[config.mk]
export PLATFORM = sky130hd
export DESIGN_NAME = alarm_irq_ctrl
export DESIGN_NICKNAME = d
export VERILOG_FILES = /design/src/rtl/alarm_irq_pkg.sv /design/src/rtl/alarm_match.sv /design/src/rtl/bcd_timer.sv /design/src/rtl/flag_irq.sv /design/src/rtl/alarm_irq_ctrl.sv
export SDC_FILE = /design/constraint.sdc
export NUM_CORES = 1
export LEC_CHECK = 0
export BUFFER_PORTS_ARGS = -buffer_cell sky130_fd_sc_hd__buf_2
export CAP_MARGIN = 20
export CORE_AREA = 3 3 60 76
export CTS_CLUSTER_SIZE = 20
export DETAILED_ROUTE_END_ITERATION = 12
export DIE_AREA = 0 0 63 79
export PLACE_DENSITY = 0.91
export SLEW_MARGIN = 40
export SYNTH_ARGS = -nofsm -noshare
export SYNTH_HDL_FRONTEND = slang
export SYNTH_SLANG_ARGS = --single-unit
[constraint.sdc]
create_clock -name clk -period 2.6 [get_ports clk]
set_input_delay 0.39 -clock clk [delete_from_list [all_inputs] [get_ports clk]]
set_output_delay 0.39 -clock clk [all_outputs]
set_load 0.02 [all_outputs]
[src/rtl/alarm_irq_pkg.sv]
// Shared constants, types and the BCD step used by the alarm controller.
// Assumes 8-bit packed BCD bytes (two digits).
package alarm_irq_pkg;
    localparam int BYTE_W    = 8;
    localparam int WDAY_N    = 7;
    localparam int UNIT_N    = 5;
    localparam int UNIT_W    = 3;
    localparam int CTL_AIE   = 7;
    localparam int CTL_TALM  = 6;
    localparam int CTL_TYPE  = 4;
    localparam int CTL_TIE   = 3;
    localparam logic [BYTE_W-1:0] HALF_SEC = 8'h50;
    localparam logic [BYTE_W-1:0] HALF_MIN = 8'h30;
    localparam logic [BYTE_W-1:0] BCD_MAX  = 8'h99;

    typedef enum logic [1:0] {
        ATYPE_NONE    = 2'b00,
        ATYPE_DAILY   = 2'b01,
        ATYPE_WEEKDAY = 2'b10,
        ATYPE_DATED   = 2'b11
    } atype_e;

    // Two-digit BCD increment, 99 wraps to 00.
    function automatic logic [BYTE_W-1:0] bcd_inc(input logic [BYTE_W-1:0] v);
        logic [3:0] lo, hi;
        lo = v[3:0];
        hi = v[7:4];
        if (lo == 4'd9) begin
            lo = 4'd0;
            hi = (hi == 4'd9) ? 4'd0 : hi + 4'd1;
        end else begin
            lo = lo + 4'd1;
        end
        return {hi, lo};
    endfunction
endpackage

[src/rtl/alarm_match.sv]
// Clock alarm comparator: reports a hit on a hundredths strobe when the
// time (and date or weekday, per type) equals the alarm bytes.
// Assumes the count inputs already hold the new value while tick_hs is high.
module alarm_match
    import alarm_irq_pkg::*;
(
    input  logic              tick_hs,
    input  atype_e            atype,
    input  logic [BYTE_W-1:0] cur_hsec,
    input  logic [BYTE_W-1:0] cur_sec,
    input  logic [BYTE_W-1:0] cur_min,
    input  logic [BYTE_W-1:0] cur_hour,
    input  logic [BYTE_W-1:0] cur_date,
    input  logic [BYTE_W-1:0] cur_month,
    input  logic [2:0]        cur_wday,
    input  logic [BYTE_W-1:0] alm_hsec,
    input  logic [BYTE_W-1:0] alm_sec,
    input  logic [BYTE_W-1:0] alm_min,
    input  logic [BYTE_W-1:0] alm_hour,
    input  logic [BYTE_W-1:0] alm_date,
    input  logic [BYTE_W-1:0] alm_month,
    input  logic [WDAY_N-1:0] alm_wdmask,
    output logic              hit
);
    logic time_eq, date_eq, day_ok;
    logic [WDAY_N-1:0] day_sel;

    // Field equality and weekday selection.
    always_comb begin
        time_eq = (cur_hsec == alm_hsec) && (cur_sec == alm_sec) &&
                  (cur_min == alm_min) && (cur_hour == alm_hour);
        date_eq = (cur_date == alm_date) && (cur_month == alm_month);
        day_sel = WDAY_N'(1) << cur_wday;
        day_ok  = (cur_wday < 3'(WDAY_N)) && |(alm_wdmask & day_sel);
    end

    // Combine per alarm type.
    always_comb begin
        unique case (atype)
            ATYPE_DAILY:   hit = tick_hs && time_eq;
            ATYPE_WEEKDAY: hit = tick_hs && time_eq && day_ok;
            ATYPE_DATED:   hit = tick_hs && time_eq && date_eq;
            default:       hit = 1'b0;
        endcase
    end
endmodule

[src/rtl/bcd_timer.sv]
// BCD timer byte with selectable step strobe, write load, overflow and
// compare events. Assumes written values are valid BCD.
module bcd_timer
    import alarm_irq_pkg::*;
(
    input  logic              clk,
    input  logic              rst_n,
    input  logic              run_en,
    input  logic [UNIT_W-1:0] unit,
    input  logic [UNIT_N-1:0] ticks,
    input  logic              wr,
    input  logic [BYTE_W-1:0] wdata,
    input  logic              cmp_en,
    input  logic [BYTE_W-1:0] cmp_val,
    output logic [BYTE_W-1:0] value,
    output logic              step,
    output logic              ovf_evt,
    output logic              cmp_evt
);
    logic [BYTE_W-1:0] nxt;
    logic [UNIT_W-1:0] eff_unit;

    // Pick the strobe for the active unit; days when alarm is off.
    always_comb begin
        eff_unit = run_en ? unit : UNIT_W'(UNIT_N - 1);
        step = 1'b0;
        for (int i = 0; i < UNIT_N; i++) begin
            if (eff_unit == UNIT_W'(i)) step = ticks[i];
        end
        nxt     = bcd_inc(value);
        ovf_evt = run_en && step && !wr && (value == BCD_MAX);
        cmp_evt = run_en && cmp_en && step && !wr && (nxt == cmp_val);
    end

    // Timer register: load beats step.
    always_ff @(posedge clk) begin
        if (!rst_n)    value <= '0;
        else if (wr)   value <= wdata;
        else if (step) value <= nxt;
    end
endmodule

[src/rtl/flag_irq.sv]
// Timer/alarm flags and the active-low interrupt. Flags follow square
// waves when alarm operation is off, and are sticky when it is on.
module flag_irq
    import alarm_irq_pkg::*;
(
    input  logic       clk,
    input  logic       rst_n,
    input  logic       alarm_en,
    input  logic       sec_half,
    input  logic       min_half,
    input  logic       st_wr,
    input  logic [1:0] st_wdata,
    input  logic       t_set,
    input  logic       a_set,
    input  logic       t_ie,
    input  logic       a_ie,
    output logic       timer_flag,
    output logic       alarm_flag,
    output logic       int_n
);
    // Flag registers.
    always_ff @(posedge clk) begin
        if (!rst_n) begin
            timer_flag <= 1'b0;
            alarm_flag <= 1'b0;
        end else if (!alarm_en) begin
            timer_flag <= sec_half;
            alarm_flag <= min_half;
        end else begin
            timer_flag <= (st_wr ? st_wdata[0] : timer_flag) | t_set;
            alarm_flag <= (st_wr ? st_wdata[1] : alarm_flag) | a_set;
        end
    end

    // Interrupt request, low when an enabled flag is up.
    always_comb begin
        int_n = !(alarm_en && ((alarm_flag && a_ie) || (timer_flag && t_ie)));
    end
endmodule

[src/rtl/alarm_irq_ctrl.sv]
// Top of the alarm/timer/interrupt controller. Decodes the alarm control
// byte and ties comparator, timer and flag logic together.
// Assumes strobes are high in the cycle the new counts are presented.
module alarm_irq_ctrl
    import alarm_irq_pkg::*;
(
    input  logic              clk,
    input  logic              rst_n,
    input  logic              alarm_en,
    input  logic              tick_hs,
    input  logic              tick_sec,
    input  logic              tick_min,
    input  logic              tick_hour,
    input  logic              tick_day,
    input  logic [BYTE_W-1:0] cur_hsec,
    input  logic [BYTE_W-1:0] cur_sec,
    input  logic [BYTE_W-1:0] cur_min,
    input  logic [BYTE_W-1:0] cur_hour,
    input  logic [BYTE_W-1:0] cur_date,
    input  logic [BYTE_W-1:0] cur_month,
    input  logic [2:0]        cur_wday,
    input  logic [BYTE_W-1:0] alm_ctrl,
    input  logic [BYTE_W-1:0] alm_hsec,
    input  logic [BYTE_W-1:0] alm_sec,
    input  logic [BYTE_W-1:0] alm_min,
    input  logic [BYTE_W-1:0] alm_hour,
    input  logic [BYTE_W-1:0] alm_date,
    input  logic [BYTE_W-1:0] alm_month,
    input  logic [WDAY_N-1:0] alm_wdmask,
    input  logic [BYTE_W-1:0] alm_timer,
    input  logic              st_wr,
    input  logic [1:0]        st_wdata,
    input  logic              tmr_wr,
    input  logic [BYTE_W-1:0] tmr_wdata,
    output logic [BYTE_W-1:0] timer_value,
    output logic              timer_flag,
    output logic              alarm_flag,
    output logic              int_n
);
    atype_e            atype;
    logic [UNIT_N-1:0] ticks;
    logic              clk_hit, tmr_step, tmr_ovf, tmr_cmp;

    // Control byte decode and strobe bundling.
    always_comb begin
        atype = atype_e'(alm_ctrl[CTL_TYPE+1:CTL_TYPE]);
        ticks = {tick_day, tick_hour, tick_min, tick_sec, tick_hs};
    end

    alarm_match u_match (
        .tick_hs   (tick_hs && alarm_en),
        .atype     (atype),
        .cur_hsec  (cur_hsec),
        .cur_sec   (cur_sec),
        .cur_min   (cur_min),
        .cur_hour  (cur_hour),
        .cur_date  (cur_date),
        .cur_month (cur_month),
        .cur_wday  (cur_wday),
        .alm_hsec  (alm_hsec),
        .alm_sec   (alm_sec),
        .alm_min   (alm_min),
        .alm_hour  (alm_hour),
        .alm_date  (alm_date),
        .alm_month (alm_month),
        .alm_wdmask(alm_wdmask),
        .hit       (clk_hit)
    );

    bcd_timer u_timer (
        .clk     (clk),
        .rst_n   (rst_n),
        .run_en  (alarm_en),
        .unit    (alm_ctrl[UNIT_W-1:0]),
        .ticks   (ticks),
        .wr      (tmr_wr),
        .wdata   (tmr_wdata),
        .cmp_en  (alm_ctrl[CTL_TALM]),
        .cmp_val (alm_timer),
        .value   (timer_value),
        .step    (tmr_step),
        .ovf_evt (tmr_ovf),
        .cmp_evt (tmr_cmp)
    );

    flag_irq u_flags (
        .clk       (clk),
        .rst_n     (rst_n),
        .alarm_en  (alarm_en),
        .sec_half  (cur_hsec >= HALF_SEC),
        .min_half  (cur_sec >= HALF_MIN),
        .st_wr     (st_wr),
        .st_wdata  (st_wdata),
        .t_set     (tmr_ovf),
        .a_set     (clk_hit || tmr_cmp),
        .t_ie      (alm_ctrl[CTL_TIE]),
        .a_ie      (alm_ctrl[CTL_AIE]),
        .timer_flag(timer_flag),
        .alarm_flag(alarm_flag),
        .int_n     (int_n)
    );
endmodule

==> flow_summary.json, run 1 <==
{
  "status": "completed",
  "synth-edff-count": 0,
  "worstSetupStartpointType": "register",
  "cts_sinks": 10,
  "stdcell_area_sq_um": 2340,
  "grt_first_pass_wirelength_microns": 8700,
  "routedWlPerCell_microns": 14.05,
  "vias": 1987,
  "clk_latency_ns": 0.24,
  "final.setup.tns_ns": 0,
  "grt-ovfl-total": 0,
  "grt.total_usage_pct": 21.33,
  "fin_total_pwr_uw": 674.8,
  "clkSlewWorstSetupHoldPaths_ns": 0.05,
  "cp.required_ns": 2.78,
  "synth-seq-area-share_pct": 13.29,
  "final_layout_size_suffix_gt1_share_pct": 47.49,
  "cts.hold.buffers_added": 0,
  "area_growth_syn_to_layout_pct": 55.32,
  "drcViolationCount": 0,
  "grt_pass1_vias": 2035,
  "drtPass1Iterations": 4,
  "finalHoldViolations": 0,
  "antenna_found_initial": 2,
  "initial_core_util_pct": 39.15,
  "wl_microns": 5535,
  "min_path_type": "input port to register",
  "setup_viol": 0,
  "die_x_microns": 63,
  "gp_congestion": 0.9028,
  "async_flop_share_pct": 0,
  "fmax_mhz": 534.9,
  "finalNetCount": 485,
  "end_kind": "register",
  "postSynthCellCount": 190,
  "coreArea_sq_um": 3847,
  "drtAntennaViolNets": 0,
  "cts_root_buf": "clkbuf_8",
  "peakVddDrop_uv": 240.8,
  "die_y_microns": 79,
  "pre_cts_ws_ns": 0.6183,
  "maxSlewViolCount": 0,
  "rsz0062_at_grt": "no",
  "relSlewSlack_pct": 70.26,
  "vias_per_cell": 5.043,
  "fin_crit_ns": 1.870,
  "syn_area_per_cell_sq_um": 7.929,
  "syn_area_sq_um": 1506,
  "final.period_utilization_pct": 71.91,
  "skew_ns": 0.001937,
  "ios": 153,
  "power.density_nw_per_um2": 288.4,
  "ys.flop_type": "dfxtp_1",
  "cts_resized": 0,
  "yosys_warnings": 0,
  "grt_max_degree": 14,
  "cts_made_buffers": 3,
  "synth.distinct_cells": 40,
  "postCtsSetupBuffers": 0,
  "setup_ws_ns": 0.7303,
  "crit_arrival_ns": 2.05,
  "place_area_sq_um": 2296,
  "hpwl_microns": 4862,
  "syn-num-nets": 334,
  "setup.worst_path.class": "register to register",
  "portBuffers": 152,
  "tightest_slew_ns": 0.4462,
  "holdWs_ns": 0.4141,
  "cts_tree": "done",
  "htreeDepth": 1,
  "cts.path.max_buffers": 2,
  "placementRows": 25,
  "drv_cap": 0,
  "dr.first_iter.drc_count": 58,
  "path_max_fanout": 6,
  "die_area_sq_um": 4977,
  "synth-seq-cells": 10,
  "power_leakage_uw": 0.001184
}
[Yosys cell counts, types with 4 or more instances]
cell type	number	area [sq um]
nor4_1	10	62.56
xnor2_1	11	96.34
nand4_1	7	43.79
nor3_1	4	20.02
dfxtp_1	10	200.2
a21oi_1	13	65.06
and2_1	4	25.02
o21ai_1	6	30.03
nand3b_1	4	30.03
nand3_1	4	20.02
nand2_1	10	37.54
o21ai_0	10	50.05
xor2_1	46	402.9
inv_1	5	18.77
mux2i_1	8	80.08
[cells in the final DEF, fill, tap and decap left out, types with 3 or more instances in the layout]
cell | Yosys | routed
buf_2 | 1 | 152
mux2i_1 | 8 | 8
o21ai_0 | 10 | 10
xnor2_1 | 11 | 11
clkbuf_8 | 0 | 3
nor4_1 | 10 | 10
a21oi_1 | 13 | 13
nand4_1 | 7 | 7
inv_1 | 5 | 5
a31oi_1 | 3 | 3
nand3_1 | 4 | 4
o21ai_1 | 6 | 6
nor3_1 | 4 | 4
nand2_1 | 10 | 10
nor2_1 | 3 | 3
nand3b_1 | 4 | 4
and2_1 | 4 | 4
dfxtp_1 | 10 | 10
xor2_1 | 46 | 46
[final timing paths]
path | start | end | cells after the start | slack (ns)
max reg2reg | u_timer.value[5] | u_flags.alarm_flag | 8 | 0.73
max | u_timer.value[5] | u_flags.alarm_flag | 8 | 0.73
min reg2reg | u_flags.timer_flag | u_flags.timer_flag | 2 | 0.59
min | tmr_wdata[2] | u_timer.value[2] | 3 | 0.41
[sequential cells by signal, summed over array words and instances, names as in the netlist]
register            cells
u_timer.value           8
u_flags.timer_flag      1
u_flags.alarm_flag      1
[logic make-up (layout without fill, tap and decap cells)]
logic type / count (synthesis) / count (layout) / share of synthesized area [%]
buffers and inverters: 12 / 161 / 4.319
AO/OA/AOI/OAI: 45 / 45 / 18.44
AND/OR/NAND/NOR: 54 / 54 / 20.85
other: 0 / 1 / 0
flip-flops: 10 / 10 / 13.29
adder cells (fa/ha/maj): 2 / 2 / 1.661
multiplexers: 10 / 10 / 8.306
XOR/XNOR: 57 / 57 / 33.14
[worst max-delay path: stages, from the launching register on]
cell and delay (ns):
dfxtp_1 0.47, inv_1 0.10, ha_1 0.22, and3b_1 0.22, nor3_1 0.15, a21oi_1 0.08, xnor2_1 0.14, a2111o_1 0.29
o21ai_1 0.12
[metal layers]
| metal | part of all wire, % | global-route usage, % | up-vias | wire length [microns] |
|---|---|---|---|---|
| li1 | - | - | 994 | - |
| met4 | 0.81 | 4.415 | 2 | 45 |
| met2 | 53 | 42.87 | 108 | 2953 |
| met1 | 34 | 19.90 | 876 | 1875 |
| met5 | 0.23 | 0 | - | 13 |
| met3 | 12 | 8.345 | 7 | 647 |
[final cells by class]
cell class	count	area, sq um
fillers	362	1508
multi-input cells	168	1241
repair buffers	153	768.2
flip-flops and latches	10	200.2
well taps	54	67.56
clock buffers	3	41.29
inverters	5	18.77
diodes	1	2.502
[where the power goes]
part	leakage (uW)	internal, uW	switching, uW	total [uW]
sequential	0.0000832	166	19.0	185
clock	0.0000216	102	65.4	167
combinational	0.00108	173	150	323
total	0.00118	441	234	675
[metrics by stage]
stage / cells / utilization (%)
final: 394 / 60.81
after global routing: 394 / 60.81
after CTS: 393 / 60.75
after detailed placement: 390 / 59.67
after global placement: 390 / 59.67
after floorplan: 190 / -
Power figures use the tool's default switching activity.
==> run 2, diff against run 1 <==
ABC_AREA = 1   (was not set)
CORE_AREA = 3 3 65 82   (was 3 3 60 76)
DIE_AREA = 0 0 68 85   (was 0 0 63 79)
PLACE_DENSITY = 0.87   (was 0.91)
clock period = 1.8 ns   (was 2.6 ns; I/O delays follow)
==> run 2 against run 1 <==
Net effect: synthesized cell count is 110% higher; highest routed layer is now met4; critical endpoint unchanged; clock skew increased by 0.0067 ns; final area rose by 16%; critical path type unchanged; routed wire length grew 13%; non-clock buffer count is 1 lower; via count is 40% higher; largest cell class unchanged; sequential share of layout area down 1.2 points; critical path depth is 1 higher.
==> flow_summary.json, run 2 <==
{
  "relSlewSlack_pct": 77.22,
  "top_register": "u_timer.value",
  "final_cell_mix": "buf_2 (152), nand2_1 (142), inv_1 (80)",
  "synth_area_leaders": "nand2_1 (29%), inv_1 (16%), nor2_1 (14%)",
  "grt_max_degree": 11,
  "final_layout_size_suffix_gt1_share_pct": 30.33,
  "die_x_microns": 68,
  "synth-seq-cells": 10,
  "syn_area_sq_um": 1848,
  "tightest_slew_ns": 0.3412,
  "reg.largest.list": "u_timer.value: 8 flops, u_flags.alarm_flag: 1 flops, u_flags.timer_flag: 1 flops",
  "final.period_utilization_pct": 87.67,
  "postCtsSetupBuffers": 0,
  "fin_util_pct": 57.92,
  "crit_chain": "inv_2, nor2_4, nand2_2, nor2_1, nand3b_1, xnor2_1, nor2_1, nor2_1, nor2_1",
  "setup.worst_path.class": "register to register",
  "clkSlewWorstSetupHoldPaths_ns": 0.05,
  "grt-ovfl-total": 0,
  "synth-edff-count": 0,
  "holdWs_ns": 0.3001,
  "synth-seq-area-share_pct": 10.83,
  "portBuffers": 152,
  "postSynthCellCount": 390,
  "status": "completed",
  "placementRows": 28,
  "cp.required_ns": 1.93,
  "fmax_mhz": 633.7,
  "die_area_sq_um": 5780,
  "cts.path.max_buffers": 2,
  "clk_latency_ns": 0.24,
  "cts.hold.buffers_added": 0,
  "cts_root_buf": "clkbuf_8",
  "switching_share_pct": 38.23,
  "finalNetCount": 690,
  "wl_microns": 6235,
  "peakVddDrop_uv": 259.7,
  "drtPass1Iterations": 4,
  "vias": 2782,
  "async_flop_share_pct": 0,
  "holdCritStartpoint": "rst_n",
  "syn_area_per_cell_sq_um": 4.739,
  "synth_most_common_cell": "nand2_1",
  "seqPwrFrac_pct": 26.0,
  "power_leakage_uw": 0.001783,
  "skew_ns": 0.008593,
  "syn-num-nets": 534,
  "gp_congestion": 0.8616,
  "crit_arrival_ns": 1.71,
  "min_path_type": "input port to register",
  "fin_total_pwr_uw": 1010,
  "grt_pass1_vias": 2541,
  "drcViolationCount": 0,
  "largest_reg_flops": 8,
  "setup_viol": 0,
  "power.density_nw_per_um2": 371.4,
  "cts_resized": 0,
  "hpwl_microns": 5642,
  "finalHoldViolations": 0,
  "layoutNonFillerInstCount": 604,
  "drv_cap": 0,
  "synth_top_area_share_pct": 28.84,
  "cp_slowest_cell": "dfxtp_1",
  "cp_common_cell": "nor2_1",
  "cts_made_buffers": 3,
  "grt_first_pass_wirelength_microns": 9936,
  "post-place-cells": 601,
  "internal_power_uw": 623.7,
  "drtAntennaViolNets": 0,
  "area_growth_syn_to_layout_pct": 47.12,
  "crit_start": "u_timer.value[0]",
  "vias_per_cell": 4.606,
  "p_clk_share_pct": 23.7,
  "ios": 153,
  "slowest_delay_ns": 0.52,
  "die_y_microns": 85,
  "end_kind": "register",
  "rsz0062_at_grt": "no",
  "cp_num_buf_inv": 1,
  "crit_family": "simple AND/OR/NAND/NOR gates",
  "netlist_top_cells_count": "nand2_1 (142), inv_1 (80), nor2_1 (67)",
  "synth.distinct_cells": 25,
  "cts_sinks": 10,
  "final.setup.tns_ns": 0,
  "switching_power_uw": 386.0,
  "ys.flop_type": "dfxtp_1",
  "initial_core_util_pct": 39.37,
  "r2r_start": "u_timer.value[0]",
  "worstSetupStartpointType": "register",
  "grt.total_usage_pct": 21.57,
  "antenna_cells": 0,
  "coreArea_sq_um": 4695,
  "cts_tree": "done",
  "path_max_fanout": 10,
  "routedWlPerCell_microns": 10.32,
  "dr.first_iter.drc_count": 127,
  "fin_crit_ns": 1.578,
  "final_common_cell": "buf_2",
  "yosys.area.top_type": "nand2_1",
  "combPwrFrac_pct": 50.4,
  "yosys_warnings": 0,
  "htreeDepth": 1,
  "maxSlewViolCount": 0,
  "antenna_found_initial": 0
}
[run 2: kinds of logic after synthesis]
group | count (synthesis) | synth area share [%]
xor gates and xnor gates | 10 | 4.739
AOI/OAI and AO/OA | 39 | 12.05
buffers and inverters | 84 | 17.47
and+or+nand+nor | 245 | 53.55
DFF | 10 | 10.83
adders and majority gates | 2 | 1.354
[run 2: power by group through the flow]
stage                     combinational (uW)  sequential [uW]  clock [uW]
after floorplan                          253              279           0
after global placement                   494              264           0
after detailed placement                 509              266           0
after CTS                                512              261         245
after global routing                     584              265         260
final                                    509              262         239
[run 2: through the flow]
stage,worst slack (ns),area [sq um]
3_5_place_dp,0.2542,2673
6_report,0.2219,2719
4_1_cts,0.2379,2714
2_1_floorplan,0.2637,1848
5_1_grt,0.004616,2719
3_3_place_gp,0.3295,2673
[run 2: layout make-up]
type / instances / area (sq um)
Fill cell: 486 / 1976
Multi-Input combinational cell: 296 / 1330
Timing Repair Buffer: 152 / 760.7
Inverter: 83 / 311.5
Sequential cell: 10 / 200.2
Tap cell: 60 / 75.07
Clock buffer: 3 / 41.29
[run 2: worst register-to-register path: stages, from the launching register on]
cell and delay, ns:
dfxtp_1 0.52, inv_2 0.10, nor2_4 0.11, nand2_2 0.10
nor2_1 0.13, nand3b_1 0.17, xnor2_1 0.14, nor2_1 0.06
nor2_1 0.10, nor2_1 0.04
[run 2: worst paths after layout]
path | endpoint | slack [ns] | cells past startpoint
worst min-delay path | u_timer.value[7] | 0.30 | 3
worst min register to register | u_timer.value[5] | 0.50 | 2
worst max register to register | u_flags.alarm_flag | 0.22 | 9
worst max-delay path | u_flags.alarm_flag | 0.22 | 9
[run 2: metal layers]
| layer | wire, microns | track usage, % | vias to the layer above |
|---|---|---|---|
| li1 | - | - | 1492 |
| met1 | 2275 | 22.17 | 1156 |
| met2 | 3238 | 41.32 | 119 |
| met3 | 555 | 4.901 | 15 |
| met4 | 165 | 6.329 | 0 |
| met5 | 0 | 0 | - |
